===== src/rtl/strap_pkg.sv =====
package strap_pkg;

    localparam int PKG_W  = 3;
    localparam int CORE_W = 3;
    localparam int PIN_W  = PKG_W + CORE_W;

    typedef struct packed {
        logic [CORE_W-1:0] core_sel;
        logic [PKG_W-1:0]  pkg_id;
    } strap_word_t;

    localparam strap_word_t STRAP_CLEAR = '{core_sel: '0, pkg_id: '0};

    function automatic strap_word_t strap_split(input logic [PIN_W-1:0] pins);
        strap_word_t w;
        w.pkg_id   = pins[PKG_W-1:0];
        w.core_sel = pins[PIN_W-1:PKG_W];
        return w;
    endfunction

endpackage


===== src/rtl/pg_sync.sv =====
module pg_sync #(
    parameter int W      = 5,
    parameter int STAGES = 2
) (
    input  logic         clk,
    input  logic         rst,
    input  logic [W-1:0] async_in,
    output logic [W-1:0] sync_out
);
    logic [W-1:0] stg [STAGES];

    always_ff @(posedge clk) begin
        if (rst) stg[0] <= '0;
        else     stg[0] <= async_in;
    end

    for (genvar i = 1; i < STAGES; i++) begin : g_stage
        always_ff @(posedge clk) begin
            if (rst) stg[i] <= '0;
            else     stg[i] <= stg[i-1];
        end
    end

    assign sync_out = stg[STAGES-1];
endmodule


===== src/rtl/pg_qualify.sv =====
module pg_qualify #(
    parameter int W = 5
) (
    input  logic         clk,
    input  logic         rst,
    input  logic [W-1:0] synced,
    output logic         rise
);
    logic all_good;
    logic all_good_q;

    assign all_good = &synced;

    always_ff @(posedge clk) begin
        if (rst) all_good_q <= 1'b0;
        else     all_good_q <= all_good;
    end

    assign rise = all_good & ~all_good_q;
endmodule


===== src/rtl/strap_hold.sv =====
module strap_hold
    import strap_pkg::*;
(
    input  logic             clk,
    input  logic             rst,
    input  logic             rise,
    input  logic [PIN_W-1:0] pins,
    output strap_word_t      word,
    output logic             valid,
    output logic             drive_en
);
    always_ff @(posedge clk) begin
        if (rst) begin
            word     <= STRAP_CLEAR;
            valid    <= 1'b0;
            drive_en <= 1'b0;
        end else if (rise && !valid) begin
            word     <= strap_split(pins);
            valid    <= 1'b1;
            drive_en <= 1'b1;
        end
    end
endmodule


===== src/rtl/strap_capture_top.sv =====
module strap_capture_top
    import strap_pkg::*;
#(
    parameter int N_IPG       = 4,
    parameter int SYNC_STAGES = 2
) (
    input  logic              clk,
    input  logic              rst,
    input  logic [PIN_W-1:0]  strap_pins,
    input  logic              ext_pwr_good,
    input  logic [N_IPG-1:0]  int_pwr_good,
    output logic [PKG_W-1:0]  pkg_id,
    output logic [CORE_W-1:0] core_sel,
    output logic              cfg_valid,
    output logic              vid_drive_en
);
    localparam int PG_W = N_IPG + 1;

    logic [PG_W-1:0] pg_raw;
    logic [PG_W-1:0] pg_synced;
    logic            pg_rise;
    strap_word_t     held;

    assign pg_raw = {int_pwr_good, ext_pwr_good};

    pg_sync #(.W(PG_W), .STAGES(SYNC_STAGES)) u_sync (
        .clk(clk), .rst(rst), .async_in(pg_raw), .sync_out(pg_synced)
    );

    pg_qualify #(.W(PG_W)) u_qual (
        .clk(clk), .rst(rst), .synced(pg_synced), .rise(pg_rise)
    );

    strap_hold u_hold (
        .clk(clk), .rst(rst), .rise(pg_rise), .pins(strap_pins),
        .word(held), .valid(cfg_valid), .drive_en(vid_drive_en)
    );

    assign pkg_id   = held.pkg_id;
    assign core_sel = held.core_sel;
endmodule


===== config.mk =====
export PLATFORM = sky130hd
export DESIGN_NAME = strap_capture_top
export DESIGN_NICKNAME = d
export VERILOG_FILES = /design/src/rtl/strap_pkg.sv /design/src/rtl/pg_sync.sv /design/src/rtl/pg_qualify.sv /design/src/rtl/strap_hold.sv /design/src/rtl/strap_capture_top.sv
export SDC_FILE = /design/constraint.sdc
export NUM_CORES = 1
export LEC_CHECK = 0
export BUFFER_PORTS_ARGS = -buffer_cell sky130_fd_sc_hd__buf_2
export CAP_MARGIN = 20
export CORE_AREA = 5 5 42 44
export CTS_BUF_LIST = sky130_fd_sc_hd__clkbuf_16
export CTS_CLUSTER_SIZE = 30
export DETAILED_ROUTE_END_ITERATION = 12
export DIE_AREA = 0 0 47 49
export PLACE_DENSITY = 0.76
export SLEW_MARGIN = 20
export SYNTH_ARGS = -nofsm -noshare
export SYNTH_HDL_FRONTEND = slang
export SYNTH_SLANG_ARGS = --single-unit

===== constraint.sdc =====
create_clock -name clk -period 1.9 [get_ports clk]
set_input_delay 0.095 -clock clk [delete_from_list [all_inputs] [get_ports clk]]
set_output_delay 0.095 -clock clk [all_outputs]
set_load 0.03 [all_outputs]

## Yosys cells after proc, flatten, opt, wreduce, memory -nomap -nowiden

Memories as Yosys holds them, arrays and structs flattened.
Cells that the tools add are included.

- Register bits: 8
- Memory bits (writable): 10
- Input port bits: 13
- Output and inout bits: 8
- Word-level logic and storage cells: 17
- Memories kept: 1

- Mux-type cells: 5
- Bitwise logic cells: 4
- Reductions and logical operators: 3

Memories:

| name | depth | width | rd ports | clocked after Yosys merged registers in | write ports | RTL line | RTL |
|---|---|---|---|---|---|---|---|
| u_sync.stg | 2 | 5 | 2 | 0 | 2 | pg_sync.sv:10 | `logic [W-1:0] stg [STAGES];` |

Operator list:

| cell | count |
|---|---|
| $mux 5 | 2 |
| $reduce_and 5->1 | 1 |
| $mux 1 | 3 |
| $or 1x1->1 | 2 |
| $and 1x1->1 | 1 |
| $logic_and 1x1->1 | 1 |
| $logic_not 1->1 | 1 |
| $not 1->1 | 1 |

## Depth between registers and ports, before layout

- Depth in word-level cells: 3
- Gate-level depth with buffers: 3
- Gate-level depth less buffers: 3

## By module

From an unflattened synthesis, not the netlist that was laid out.

- Cell total of the unflattened synthesis: 55
- Area, all modules: 629.4 um^2

By module, submodules not included:

| module | times used | cells an instance | area an instance (um^2) | seq. area each (um^2) |
|---|---|---|---|---|
| strap_hold | 1 | 30 | 327.8 | 140.1 |
| pg_sync | 1 | 20 | 262.8 | 200.2 |
| pg_qualify | 1 | 5 | 38.8 | 20.0 |

## Worst setup path before layout

No wires, ideal clock.

- Path type: register -> register
- Start: register u_hold.drive_en (netlist name)
- End: register u_hold.word[0] in the netlist's numbering
- Setup time: 72 ps
- Arrival time: 1168 ps
- Data required time: 1828 ps
- Path slack: 660 ps
- Cell stages (with the launch flop): 3
- Buffers on the path: 0
- Period minus slack after synthesis: 1240 ps
- Path through: dfxtp_1 > nor4_4 > mux2i_1

RTL lines:

| element | RTL line | RTL |
|---|---|---|
| to (signal assigned) | strap_hold.sv:18 | `word <= strap_split(pins);` |
| to (decl) | strap_hold.sv:8 | `output strap_word_t word,` |

==> impl_metrics.py <==
metrics = {
    "drt": {
        "drtIter0Drc": 2,
        "drc": 0,
        "via_count": 414,
        "antenna_left": 0,
        "dr.pass1.iters": 4,
        "viasPerCell": 4.45,
        "drt_wl_total_um": 952,
        "wire_per_inst_um": 10.2,
    },
    "floorplan": {
        "dieArea_mm2": 0.00230,
        "die_y_um": 49,
        "pin_count": 21,
        "start_util_pct": 44.9,
        "die_w_um": 47,
        "core_area_mm2": 0.00140,
        "rows": 14,
    },
    "yosys": {
        "syn_area_per_cell_um2": 11.2,
        "yosysMostFrequentCell": "dfxtp_1",
        "synthCells": 56,
        "yosys.area.top_type": "dfxtp_1",
        "yosysTopAreaCellShare_pct": 57.3,
        "synth-seq-cells": 18,
        "netlist_top_cells_area": "dfxtp_1, nand2b_1, nor2b_1",
        "ys_seq_area_share_pct": 57.3,
        "syn_nets": 69,
        "ys.flop_type": "dfxtp_1",
        "netlist-cell-type-count": 13,
        "synth_edf_count": 0,
        "async_reset_ff_share_pct": 0,
        "synth_warnings": 0,
        "netlist_top_cells_count": "dfxtp_1, nand2b_1, nor2b_1",
        "syn_area_um2": 629,
    },
    "setup_path": {
        "required_ps": 2070,
        "startpoint_type": "flip-flop",
        "critical_path.max_fanout": 6,
        "ff2ff_setup_slack_ps": 650,
        "critPathCaptureType": "flip-flop",
        "cp_data_arrival_time_ps": 1420,
        "worstSetupPathType": "flip-flop to flip-flop",
    },
    "status": {
        "status": "finished, final reports clean",
    },
    "clock_network": {
        "numCtsBuffers": 3,
        "hold_buffers": 0,
        "clockBufferDepth": 2,
        "clockRootBuffer": "clkbuf_16",
        "cts_tree": "built",
        "cts_max_level": 1,
        "cts_resized": 0,
        "cts_setup_buffers": 0,
        "path_clk_slew_ps": 50,
        "insertion_delay_ps": 240,
        "clock-sinks": 18,
    },
    "hold_path": {
        "holdCritPathClass": "input pin to flip-flop",
    },
    "grt": {
        "grt_usage_pct": 8.88,
        "grt_max_degree": 25,
        "grt_pass1_vias": 356,
        "gr-max-usage-layer": "met2",
        "use_met3_pct": 4.43,
        "grt_pass1_wl_um": 1460,
        "grt-ovfl-total": 0,
        "antenna_found_initial": 0,
        "use_met1_pct": 10.4,
        "use_met2_pct": 13.1,
    },
    "final_layout": {
        "drive_gt1_share_pct": 33.8,
        "area_growth_pct": 29.2,
        "seq_area_um2": 360,
        "final_util_pct": 58.0,
        "fillers": 141,
        "multiInputGateArea_um2": 250,
        "fin_area_um2": 813,
        "antenna_cells": 0,
        "nNetsFinal": 91,
    },
    "pwr": {
        "p_leak_nw": 0.336,
        "powerDensity_mw_per_mm2": 1020,
        "peakVddDrop_uv": 800,
        "p_total_uw": 827,
    },
    "sta": {
        "finalHoldViolations": 0,
        "rsz0062_at_grt": "false",
        "holdWs_ps": 57.6,
        "slew_headroom_pct": 62.5,
        "tightest_slew_ps": 559,
        "finalSetupTns_ps": 0,
        "finalSetupViolCount": 0,
        "fin_worst_skew_ps": 3.03,
        "min_period_ps": 1250,
        "drv_slew": 0,
        "fmax_mhz": 800,
        "fin_crit_sh_pct": 65.8,
    },
    "job": {
        "max_cap_violations": 0,
    },
    "placed_design": {
        "portBuffers": 20,
        "dp_hpwl_um": 676,
        "gp_congestion": 0.623,
        "post_dp_cell_area_um2": 734,
    },
}
[cell type report]
type	count	area share (%)
Clock buffer	3	9.23
Clock inverter	1	0.462
Inverter	1	0.462
Multi-Input combinational cell	34	30.8
Sequential cell	18	44.3
Tap cell	16	2.46
Timing Repair Buffer	20	12.3
[placed cells by master, fill, tap and decap left out, drive strengths merged]
cell type / instances
a21oi: 1
buf: 20
clkbuf: 3
clkinv: 1
dfxtp: 18
inv: 1
mux2i: 6
nand2: 1
nand2b: 12
nand3: 1
nor2b: 10
nor3: 1
nor4: 1
or3: 1
[registers in the layout, indices dropped and copies added (netlist names)]
name and cells:
u_sync.stg 10, u_hold.word 6, u_hold.drive_en 1, u_qual.all_good_q 1
[final timing paths]
check                              startpoint                     endpoint  depth (start not counted)
setup / recovery  u_sync.stg[1][1]$_SDFF_PP0_  u_hold.word[5]$_SDFFE_PP0P_                          3
hold / removal                   ext_pwr_good  u_sync.stg[0][0]$_SDFF_PP0_                          2
setup reg to reg  u_sync.stg[1][1]$_SDFF_PP0_  u_hold.word[5]$_SDFFE_PP0P_                          3
hold reg to reg   u_sync.stg[0][4]$_SDFF_PP0_  u_sync.stg[1][4]$_SDFF_PP0_                          1
[layer usage]
metal  wire [um]  vias up
met5           0        -
met4          16        0
met3          62        2
met2         460       11
met1         413      183
li1            -      218
[critical path: stages (launching register included)]
cell	delay (ps)
dfxtp_1	320
nand3_2	110
nor4_4	510
mux2i_1	240
[through the flow]
| stage | cells | setup slack (ps) |
|---|---|---|
| after floorplan | 56 | 660 |
| after global placement | 89 | 686 |
| after detailed placement | 89 | 635 |
| after CTS | 93 | 623 |
| after global routing | 93 | 553 |
| final | 93 | 650 |
[where the power goes]
group	switching, mW	leakage [nW]	internal [mW]
registers	0.00256	0.147	0.388
clock network	0.127	0.0385	0.279
logic	0.0119	0.151	0.0187
total	0.142	0.336	0.686
[kinds of logic (layout without fill, tap and decap cells)]
logic type,after synthesis,after routing,share of synthesized area (%)
simple gates,27,27,29.4
flops,18,18,57.3
mux,6,6,9.54
buf+inv,4,25,2.98
compound gates,1,1,0.794
Note: power is estimated with default switching activity, not from simulation.
